===== src/rtl/icseq_pkg.sv =====
// Package: shared phase type and opcode values for the instruction sequencer.
// Assumes a 3-bit opcode field at the top of the instruction word.
package icseq_pkg;
    typedef enum logic [1:0] {
        PH_FETCH = 2'd0,
        PH_IND   = 2'd1,
        PH_EXEC  = 2'd2,
        PH_INT   = 2'd3
    } phase_t;

    localparam logic [2:0] OP_LOAD  = 3'b001;
    localparam logic [2:0] OP_STORE = 3'b010;
    localparam logic [2:0] OP_ADD   = 3'b011;
    localparam logic [2:0] OP_JUMP  = 3'b100;
endpackage


===== src/rtl/icseq_fsm.sv =====
// Module: icseq_fsm
// Steps the instruction cycle through its phases, with a step counter
// inside each phase. The last step of each phase depends on the phase and,
// in execute, on the opcode. Assumes that the datapath supplies the
// instruction-register opcode, the indirect bit of the buffer register
// (valid at the last fetch step) and the interrupt-take condition.
module icseq_fsm
    import icseq_pkg::*;
(
    input  logic         clk,
    input  logic         rst_n,
    input  logic         ind_bit,
    input  logic [2:0]   opcode,
    input  logic         irq_take,
    output phase_t       phase,
    output logic [1:0]   step
);
    logic [1:0] last_step;
    phase_t     next_phase;

    // Purpose: number of the final step in the current phase.
    always_comb begin
        unique case (phase)
            PH_FETCH: last_step = 2'd3;
            PH_IND:   last_step = 2'd2;
            PH_EXEC:  begin
                if (opcode == OP_LOAD || opcode == OP_ADD) last_step = 2'd3;
                else if (opcode == OP_STORE)               last_step = 2'd2;
                else                                       last_step = 2'd0;
            end
            default:  last_step = 2'd1;
        endcase
    end

    // Purpose: choose the phase that follows the current one.
    always_comb begin
        unique case (phase)
            PH_FETCH: next_phase = ind_bit ? PH_IND : PH_EXEC;
            PH_IND:   next_phase = PH_EXEC;
            PH_EXEC:  next_phase = irq_take ? PH_INT : PH_FETCH;
            default:  next_phase = PH_FETCH;
        endcase
    end

    // Purpose: advance the step, or move to the next phase after the last step.
    always_ff @(posedge clk) begin
        if (!rst_n) begin
            phase <= PH_FETCH;
            step  <= 2'd0;
        end else if (step == last_step) begin
            phase <= next_phase;
            step  <= 2'd0;
        end else begin
            step  <= step + 2'd1;
        end
    end

    a_r4_ind_after_fetch: assert property (@(posedge clk) disable iff (!rst_n)
        (phase == PH_IND && step == 2'd0) |-> $past(phase) == PH_FETCH);
    a_r9_int_after_exec: assert property (@(posedge clk) disable iff (!rst_n)
        (phase == PH_INT && step == 2'd0) |-> $past(phase) == PH_EXEC);
    a_r3_exec_from_fetch_or_ind: assert property (@(posedge clk) disable iff (!rst_n)
        (phase == PH_EXEC && step == 2'd0) |-> ($past(phase) == PH_FETCH || $past(phase) == PH_IND));
endmodule


===== src/rtl/icseq_datapath.sv =====
// Module: icseq_datapath
// Holds PC, MAR, MBR, IR, the accumulator and the interrupt enable.
// Performs the register transfers of each phase and step. Assumes a
// synchronous memory whose read data is valid one cycle after the request.
module icseq_datapath
    import icseq_pkg::*;
#(
    parameter int AW           = 12,
    parameter int DW           = 16,
    parameter int SAVE_ADDR    = 0,
    parameter int HANDLER_ADDR = 1
) (
    input  logic          clk,
    input  logic          rst_n,
    input  phase_t        phase,
    input  logic [1:0]    step,
    input  logic          irq,
    input  logic          ie_set,
    input  logic [DW-1:0] mem_rdata,
    output logic [AW-1:0] mem_addr,
    output logic [DW-1:0] mem_wdata,
    output logic          mem_rd,
    output logic          mem_wr,
    output logic [AW-1:0] pc,
    output logic [DW-1:0] acc,
    output logic          ie,
    output logic [2:0]    ir_op,
    output logic          mbr_ind,
    output logic          irq_take
);
    localparam int OP_HI  = DW - 1;
    localparam int IND_BT = DW - 4;

    logic [AW-1:0] mar;
    logic [DW-1:0] mbr;
    logic [DW-1:0] ir;
    logic          op_mem_rd;

    assign ir_op     = ir[OP_HI -: 3];
    assign mbr_ind   = mbr[IND_BT];
    assign irq_take  = irq && ie;
    assign mem_addr  = mar;
    assign mem_wdata = mbr;
    assign op_mem_rd = (ir_op == OP_LOAD) || (ir_op == OP_ADD);

    // Purpose: issue memory read and write requests for the current step.
    always_comb begin
        mem_rd = (step == 2'd1) &&
                 (phase == PH_FETCH || phase == PH_IND || (phase == PH_EXEC && op_mem_rd));
        mem_wr = (phase == PH_EXEC && step == 2'd2 && ir_op == OP_STORE) ||
                 (phase == PH_INT  && step == 2'd1);
    end

    // Purpose: register transfers for every phase and step.
    always_ff @(posedge clk) begin
        if (!rst_n) begin
            pc  <= '0;
            acc <= '0;
            ie  <= 1'b0;
            mar <= '0;
            mbr <= '0;
            ir  <= '0;
        end else begin
            if (ie_set) ie <= 1'b1;
            unique case (phase)
                PH_FETCH: begin
                    if (step == 2'd0) mar <= pc;
                    if (step == 2'd1) pc  <= pc + AW'(1);
                    if (step == 2'd2) mbr <= mem_rdata;
                    if (step == 2'd3) ir  <= mbr;
                end
                PH_IND: begin
                    if (step == 2'd0) mar <= mbr[AW-1:0];
                    if (step == 2'd2) mbr <= mem_rdata;
                end
                PH_EXEC: begin
                    if (step == 2'd0) begin
                        if (ir_op == OP_JUMP) pc  <= mbr[AW-1:0];
                        else                  mar <= mbr[AW-1:0];
                    end
                    if (step == 2'd1 && ir_op == OP_STORE) mbr <= acc;
                    if (step == 2'd2 && op_mem_rd)         mbr <= mem_rdata;
                    if (step == 2'd3 && ir_op == OP_LOAD)  acc <= mbr;
                    if (step == 2'd3 && ir_op == OP_ADD)   acc <= acc + mbr;
                end
                default: begin
                    if (step == 2'd0) begin
                        mbr <= DW'(pc);
                        mar <= AW'(SAVE_ADDR);
                    end
                    if (step == 2'd1) begin
                        pc <= AW'(HANDLER_ADDR);
                        ie <= 1'b0;
                    end
                end
            endcase
        end
    end

    a_r2_pc_increments: assert property (@(posedge clk) disable iff (!rst_n)
        (phase == PH_FETCH && step == 2'd1) |=> pc == $past(pc) + AW'(1));
    a_r2_fetch_reads_pc: assert property (@(posedge clk) disable iff (!rst_n)
        (phase == PH_FETCH && mem_rd) |-> mem_addr == pc);
    a_r12_rd_wr_exclusive: assert property (@(posedge clk) disable iff (!rst_n)
        !(mem_rd && mem_wr));
    a_r9_int_needs_enable: assert property (@(posedge clk) disable iff (!rst_n)
        (phase == PH_INT && step == 2'd0) |-> ie);
    a_r9_vector_and_disable: assert property (@(posedge clk) disable iff (!rst_n)
        (phase == PH_INT && step == 2'd1) |=> (pc == AW'(HANDLER_ADDR) && !ie));
    a_r7_store_data_is_acc: assert property (@(posedge clk) disable iff (!rst_n)
        (mem_wr && phase == PH_EXEC) |-> mem_wdata == acc);
    a_r13_ie_set: assert property (@(posedge clk) disable iff (!rst_n)
        (ie_set && phase != PH_INT) |=> ie);
endmodule


===== src/rtl/icseq_top.sv =====
// Module: icseq_top
// Multicycle instruction-cycle sequencer for an accumulator machine. It
// connects the phase FSM to the register datapath and exposes the active
// phase one-hot. Assumes DW >= AW + 4 (opcode, indirect bit, address field).
module icseq_top
    import icseq_pkg::*;
#(
    parameter int AW           = 12,
    parameter int DW           = 16,
    parameter int SAVE_ADDR    = 0,
    parameter int HANDLER_ADDR = 1
) (
    input  logic          clk,
    input  logic          rst_n,
    input  logic          irq,
    input  logic          ie_set,
    input  logic [DW-1:0] mem_rdata,
    output logic [AW-1:0] mem_addr,
    output logic [DW-1:0] mem_wdata,
    output logic          mem_rd,
    output logic          mem_wr,
    output logic [AW-1:0] pc,
    output logic [DW-1:0] acc,
    output logic          int_en,
    output logic [3:0]    state_onehot
);
    phase_t     phase;
    logic [1:0] step;
    logic [2:0] ir_op;
    logic       mbr_ind;
    logic       irq_take;

    icseq_fsm u_fsm (
        .clk      (clk),
        .rst_n    (rst_n),
        .ind_bit  (mbr_ind),
        .opcode   (ir_op),
        .irq_take (irq_take),
        .phase    (phase),
        .step     (step)
    );

    icseq_datapath #(
        .AW           (AW),
        .DW           (DW),
        .SAVE_ADDR    (SAVE_ADDR),
        .HANDLER_ADDR (HANDLER_ADDR)
    ) u_dp (
        .clk       (clk),
        .rst_n     (rst_n),
        .phase     (phase),
        .step      (step),
        .irq       (irq),
        .ie_set    (ie_set),
        .mem_rdata (mem_rdata),
        .mem_addr  (mem_addr),
        .mem_wdata (mem_wdata),
        .mem_rd    (mem_rd),
        .mem_wr    (mem_wr),
        .pc        (pc),
        .acc       (acc),
        .ie        (int_en),
        .ir_op     (ir_op),
        .mbr_ind   (mbr_ind),
        .irq_take  (irq_take)
    );

    // Purpose: decode the phase into the one-hot status output.
    always_comb begin
        state_onehot = 4'b0001 << phase;
    end

    a_r11_onehot_state: assert property (@(posedge clk) disable iff (!rst_n)
        $onehot(state_onehot));
    a_r1_no_request_at_phase_start: assert property (@(posedge clk) disable iff (!rst_n)
        (step == 2'd0) |-> !(mem_rd || mem_wr));
endmodule


===== config.mk =====
export PLATFORM = sky130hd
export DESIGN_NAME = icseq_top
export DESIGN_NICKNAME = d
export VERILOG_FILES = /design/src/rtl/icseq_pkg.sv /design/src/rtl/icseq_fsm.sv /design/src/rtl/icseq_datapath.sv /design/src/rtl/icseq_top.sv
export SDC_FILE = /design/constraint.sdc
export NUM_CORES = 1
export LEC_CHECK = 0
export ABC_AREA = 1
export BUFFER_PORTS_ARGS = -buffer_cell sky130_fd_sc_hd__buf_2
export CORE_MARGIN = 1
export CORE_UTILIZATION = 55
export DETAILED_ROUTE_END_ITERATION = 10
export PLACE_DENSITY = 0.79
export RECOVER_POWER = 50
export SYNTH_ARGS = -nofsm -noshare
export SYNTH_HDL_FRONTEND = slang
export SYNTH_HIERARCHICAL = 1
export SYNTH_SLANG_ARGS = --single-unit
export TNS_END_PERCENT = 100

===== constraint.sdc =====
create_clock -name clk -period 2.5 [get_ports clk]
set_clock_uncertainty 0.05 [all_clocks]
set_input_delay 0.5 -clock clk [delete_from_list [all_inputs] [get_ports clk]]
set_output_delay 0.5 -clock clk [all_outputs]
set_load 0.05 [all_outputs]

# Word-level counts from Yosys, hierarchy flattened
# Cells that the tools add are included.
# totals
mem_bits_ro	0
latch_bits	0
inputBits	20
elab_cells	85
ram_bits	0
out_inout_bits	63
memories	0
ff_bits	77
# op_classes
div_mod_pow	0
bitwise_logic	2
mux	27
reduce_logical	27
magnitude_cmp	0
eq_ne	17
shift	1
mul	0
add_sub_neg	3
# op_table
cell	n
12-bit two-way mux	9
16-bit two-way mux	6
12-bit one-hot mux with 3 select lines	2
16-bit one-hot mux with 2 select lines	1
16-bit adder	1
12-bit by 1-bit adder with 12-bit output, second input constant	1
2-bit one-hot mux with 3 select lines	2
1-bit logical AND	10
2-bit equality test, second input constant	4
2-bit two-way mux	4
2-bit != test, second input constant	4
3-bit by 2-bit equality test with 1-bit output, second input constant	2
2-bit AND reduction	3
5-bit AND reduction	1
2-bit by 1-bit equality test with 1-bit output, second input constant	2
2-bit zero test	2
1-bit logical OR	4
2-bit nonzero test	2
2-bit OR reduction	2
1-bit by 2-bit << shifter with 4-bit output, first input constant	1
3-bit by 1-bit equality test with 1-bit output, second input constant	1
3-bit equality test, second input constant	1
1-bit two-way mux	3
3-bit != test, second input constant	1
other kinds (7)	8

# Longest topological paths before layout
# logic_depth
depth_word	6
mapped_depth	12
depth_no_buf	12

# Modules after synthesis
# The synthesis kept the hierarchy.
# modules_own_cells
mod	area_each_um2	seq_area_each_um2	cells_per_inst	n_inst
icseq_datapath	4135.2	1201.2	642	1
icseq_fsm	265.3	80.1	45	1
icseq_top	26.3	0.0	7	1

# Worst setup path after synthesis
# No wires, ideal clock.
# synth_timing
path_type	flip-flop to output port
start	reg u_fsm.phase[1]
end	out mem_wr
setup_slack_ns	-0.520
t_arrival_ns	2.470
required_ns	1.950
n_path_buf	2
stages_incl_launch_ff	6
cell_sequence	dfxtp_1 -> ha_1 -> buf_2 -> buf_1 -> nand2_1 -> o21ai_0
# synth_between
elab_chain_len	4
word_cells_on_any_way	6
cone_classes	2 x eq/ne; 4 x reduce/logical
# synth_lines
element	line_no	source
start: declaration	icseq_fsm.sv:15	output phase_t phase,
start signal: assignment	icseq_fsm.sv:51	phase <= next_phase;
2-bit equality test	icseq_datapath.sv:50	mem_wr = (phase == PH_EXEC && step == 2'd2 && ir_op == OP_STORE) ||
1-bit logical AND (2 in series)	icseq_datapath.sv:50	
1-bit logical OR (*)	icseq_datapath.sv:50	
end: declaration	icseq_top.sv:21	output logic mem_wr,
# Every way passes the cells marked *; elsewhere a longest branch is shown, timed or not.

# Final worst setup path
# layout_timing
start	reg u_fsm.phase[0]
end	out mem_rd
# layout_between
elab_chain_len	4
word_cells_on_any_way	7
cone_classes	2 x eq/ne; 5 x reduce/logical
# layout_lines
element	line_no	source
2-bit by 1-bit equality test with 1-bit output, or another cell as far along	icseq_datapath.sv:49	(phase == PH_FETCH || phase == PH_IND || (phase == PH_EXEC && op_mem_rd));
1-bit logical OR or 1-bit logical AND (tied branches)	icseq_datapath.sv:49	
1-bit logical OR (*)	icseq_datapath.sv:49	
1-bit logical AND (*)	icseq_datapath.sv:48	mem_rd = (step == 2'd1) &&
end: declaration	icseq_top.sv:20	output logic mem_rd,
# Marks and branches as above.

==> out/results.ini <==
[final_layout]
nFillCells = 746
fin_nets = 818
layout-drive-gt1-share_pct = 12.80
fin_util_pct = 65.50
regArea_sq_um = 1281
diodes = 0
fin_area_sq_um = 5087
multi_input_area_sq_um = 2681
syn_to_final_growth_pct = 14.92

[logic_synthesis]
yosys_warnings = 6
synth_edf_count = 0
netlist_area_sq_um = 4427
syn_avg_cell_area_sq_um = 6.379
synthCells = 694
yosys.area.top_type_share_pct = 28.94
synthArstFlopShare_pct = 0
synth-seq-cells = 64
synth.distinct_cells = 42
synth_ff_type = dfxtp_1
netlist.top_cell.by_area = dfxtp_1
seq_area_frac_synth_pct = 28.94
syn_nets = 736
synthTopCellsByArea = dfxtp_1 29%, nand2_1 15%, a21oi_1 7.9%, nand3_1 7.8%, inv_1 6.0%

[worst_setup_path]
cp.required_ns = 1.95
reg2reg_from = u_fsm/phase[0]$_SDFFE_PN0N_
worstPathArrival_ns = 1.75
crit_start = u_fsm/phase[0]$_SDFFE_PN0N_
crit_type = reg2out
startpoint_type = flip-flop
crit_path_max_fanout = 5
crit_path_end_kind = output pin

[floorplanning]
die_area_sq_um = 8412
initial_core_util_pct = 56.99
core_sq_um = 7767
die_h_microns = 91.72
rows = 32
die_x_microns = 91.72
io_pins = 83

[timing]
timing_hold_violations_final = 0
setup_violations = 0
timing.setup.tns_ns = 0
slew_headroom_pct = 47.06
worst_slack_ns = 0.2042
max_freq_mhz = 435.6
rsz0062_at_grt = false
tightest_slew_ns = 0.7941
fin_crit_sh_pct = 91.83
slew_viol_final = 0
period_needed_ns = 2.296

[power]
power.density_nw_per_um2 = 1279
p_total_uw = 6507
ir_drop_v = 0.0009912
leakagePower_uw = 0.002274

[clock_network]
cts_tree = done
post_cts_buffers = 0
postCtsHoldBufs = 0
worstSkewPairLatency_ns = 0.36
clk_pin_slew_ns = 0.07
cts_buffers = 9
root_buffer = clkbuf_8
cts.sinks = 64
clockBufferDepth = 2
cts_resized = 0
htreeDepth = 3

[min_path]
holdCritStartpoint = ie_set
hp-class = in2reg

[placement]
post_dp_cell_area_sq_um = 4945
dp_hpwl_microns = 9624
globalplace.congestion = 0.9350
dpl_worst_slack_ns = 0.4804
port_buffers = 82

[detailed_routing]
drc = 0
wl_per_cell_microns = 14.88
first_pass_iters = 5
first_iter_violations = 478
detail_route.vias_per_cell = 5.700
ant_nets = 0
vias = 5033
routed_wl_microns = 13140

[global_routing]
grt_pass1_vias = 4726
grtUsageTotal_pct = 31.96
grt_max_degree = 44
grt.overflow.total = 0
antenna_found_initial = 0
grt_pass1_wl_microns = 21560

[flow_run]
cap_viol_max_count = 0

[run_status]
status = complete, no violations

## worst max-delay path, stage by stage, from the launching register on
cell,delay [ns]
dfxtp_1,0.40
inv_1,0.09
ha_1,0.21
or2_1,0.25
inv_2,0.12
a21oi_1,0.10
buf_2,0.22
## where the power goes
part | internal [uW] | total [uW] | leakage [uW] | switching, uW
sequential | 1320 | 1730 | 0.000522 | 406
combinational | 944 | 3760 | 0.00165 | 2810
clock | 587 | 1020 | 0.000106 | 435
## Yosys cell counts, types with 2 or more instances
master,count
ha_1,21
xnor2_1,4
nor3_1,4
nor2_2,7
nand2_2,3
a21oi_2,10
o211ai_1,4
o21ai_1,27
o21ai_4,2
dfxtp_1,64
o21ai_0,40
nor2_4,2
inv_2,8
nand4_1,5
nor2_1,41
nand3b_1,2
or2_2,5
nand2_1,181
buf_6,4
nand2_4,2
a31oi_1,7
a21oi_1,70
buf_1,3
buf_2,4
nand3_1,69
o21bai_1,2
buf_4,3
inv_1,71
o22ai_1,3
clkbuf_1,14
## layer usage
metal / vias to the layer above / GRT usage [%] / share of wire [%]
li1: 2461 / - / -
met1: 2283 / 39.46 / 43
met2: 251 / 54.07 / 47
met3: 38 / 6.882 / 7.7
met4: 0 / 12.89 / 2.8
met5: - / 0 / 0
## cell type report
| cell class | instances | area share (%) |
|---|---|---|
| Multi-Input combinational cell | 520 | 52.71 |
| Sequential cell | 64 | 25.18 |
| Timing Repair Buffer | 99 | 9.124 |
| Inverter | 82 | 6.124 |
| Clock buffer | 11 | 2.779 |
| Tap cell | 102 | 2.509 |
| Clock inverter | 5 | 1.574 |
## cell families (layout without fill, tap and decap cells)
family                     after synthesis  after routing  share of synthesized area, %
AOI/OAI and AO/OA                      168            168                         21.31
and+or+nand+nor                        325            325                         31.91
adders and majority gates               22             22                         6.388
xor gates and xnor gates                 5              5                        0.9892
buffers and inverters                  110            197                         10.46
DFF                                     64             64                         28.94
## registers in the layout, indices dropped and copies added (netlist names)
signal,count
u_fsm/phase,2
u_dp/mem_wdata,16
u_dp/ie,1
u_fsm/step,2
u_dp/ir,3
u_dp/mem_addr,12
u_dp/acc,16
u_dp/pc,12
## per-stage QoR
stage | std cells | hold WS [ns]
4_1_cts | 883 | 0.3642
2_1_floorplan | 694 | 0.4366
5_1_grt | 883 | 0.4176
3_5_place_dp | 867 | 0.4099
6_report | 883 | 0.3734
3_3_place_gp | 867 | 0.4047
## final timing paths
kind / slack, ns / endpoint / cells after the start
worst max-delay path: 0.20 / mem_rd / 6
worst min-delay path: 0.37 / u_dp/ie$_SDFF_PN0_ / 3
worst max register to register: 0.26 / u_dp/mem_addr[3]$_SDFFE_PN0P_ / 7
worst min register to register: 0.42 / u_dp/mem_addr[8]$_SDFFE_PN0P_ / 2
## layout by cell type (no fill, tap or decap), drive strengths merged, types with 21 or more instances in the layout
| cell type | count |
|---|---|
| a21oi | 80 |
| clkbuf | 66 |
| o21ai | 69 |
| ha | 21 |
| buf | 44 |
| inv | 80 |
| nor2 | 50 |
| nand2 | 186 |
| dfxtp | 64 |
| nand3 | 69 |
Power figures use the tool's default switching activity.
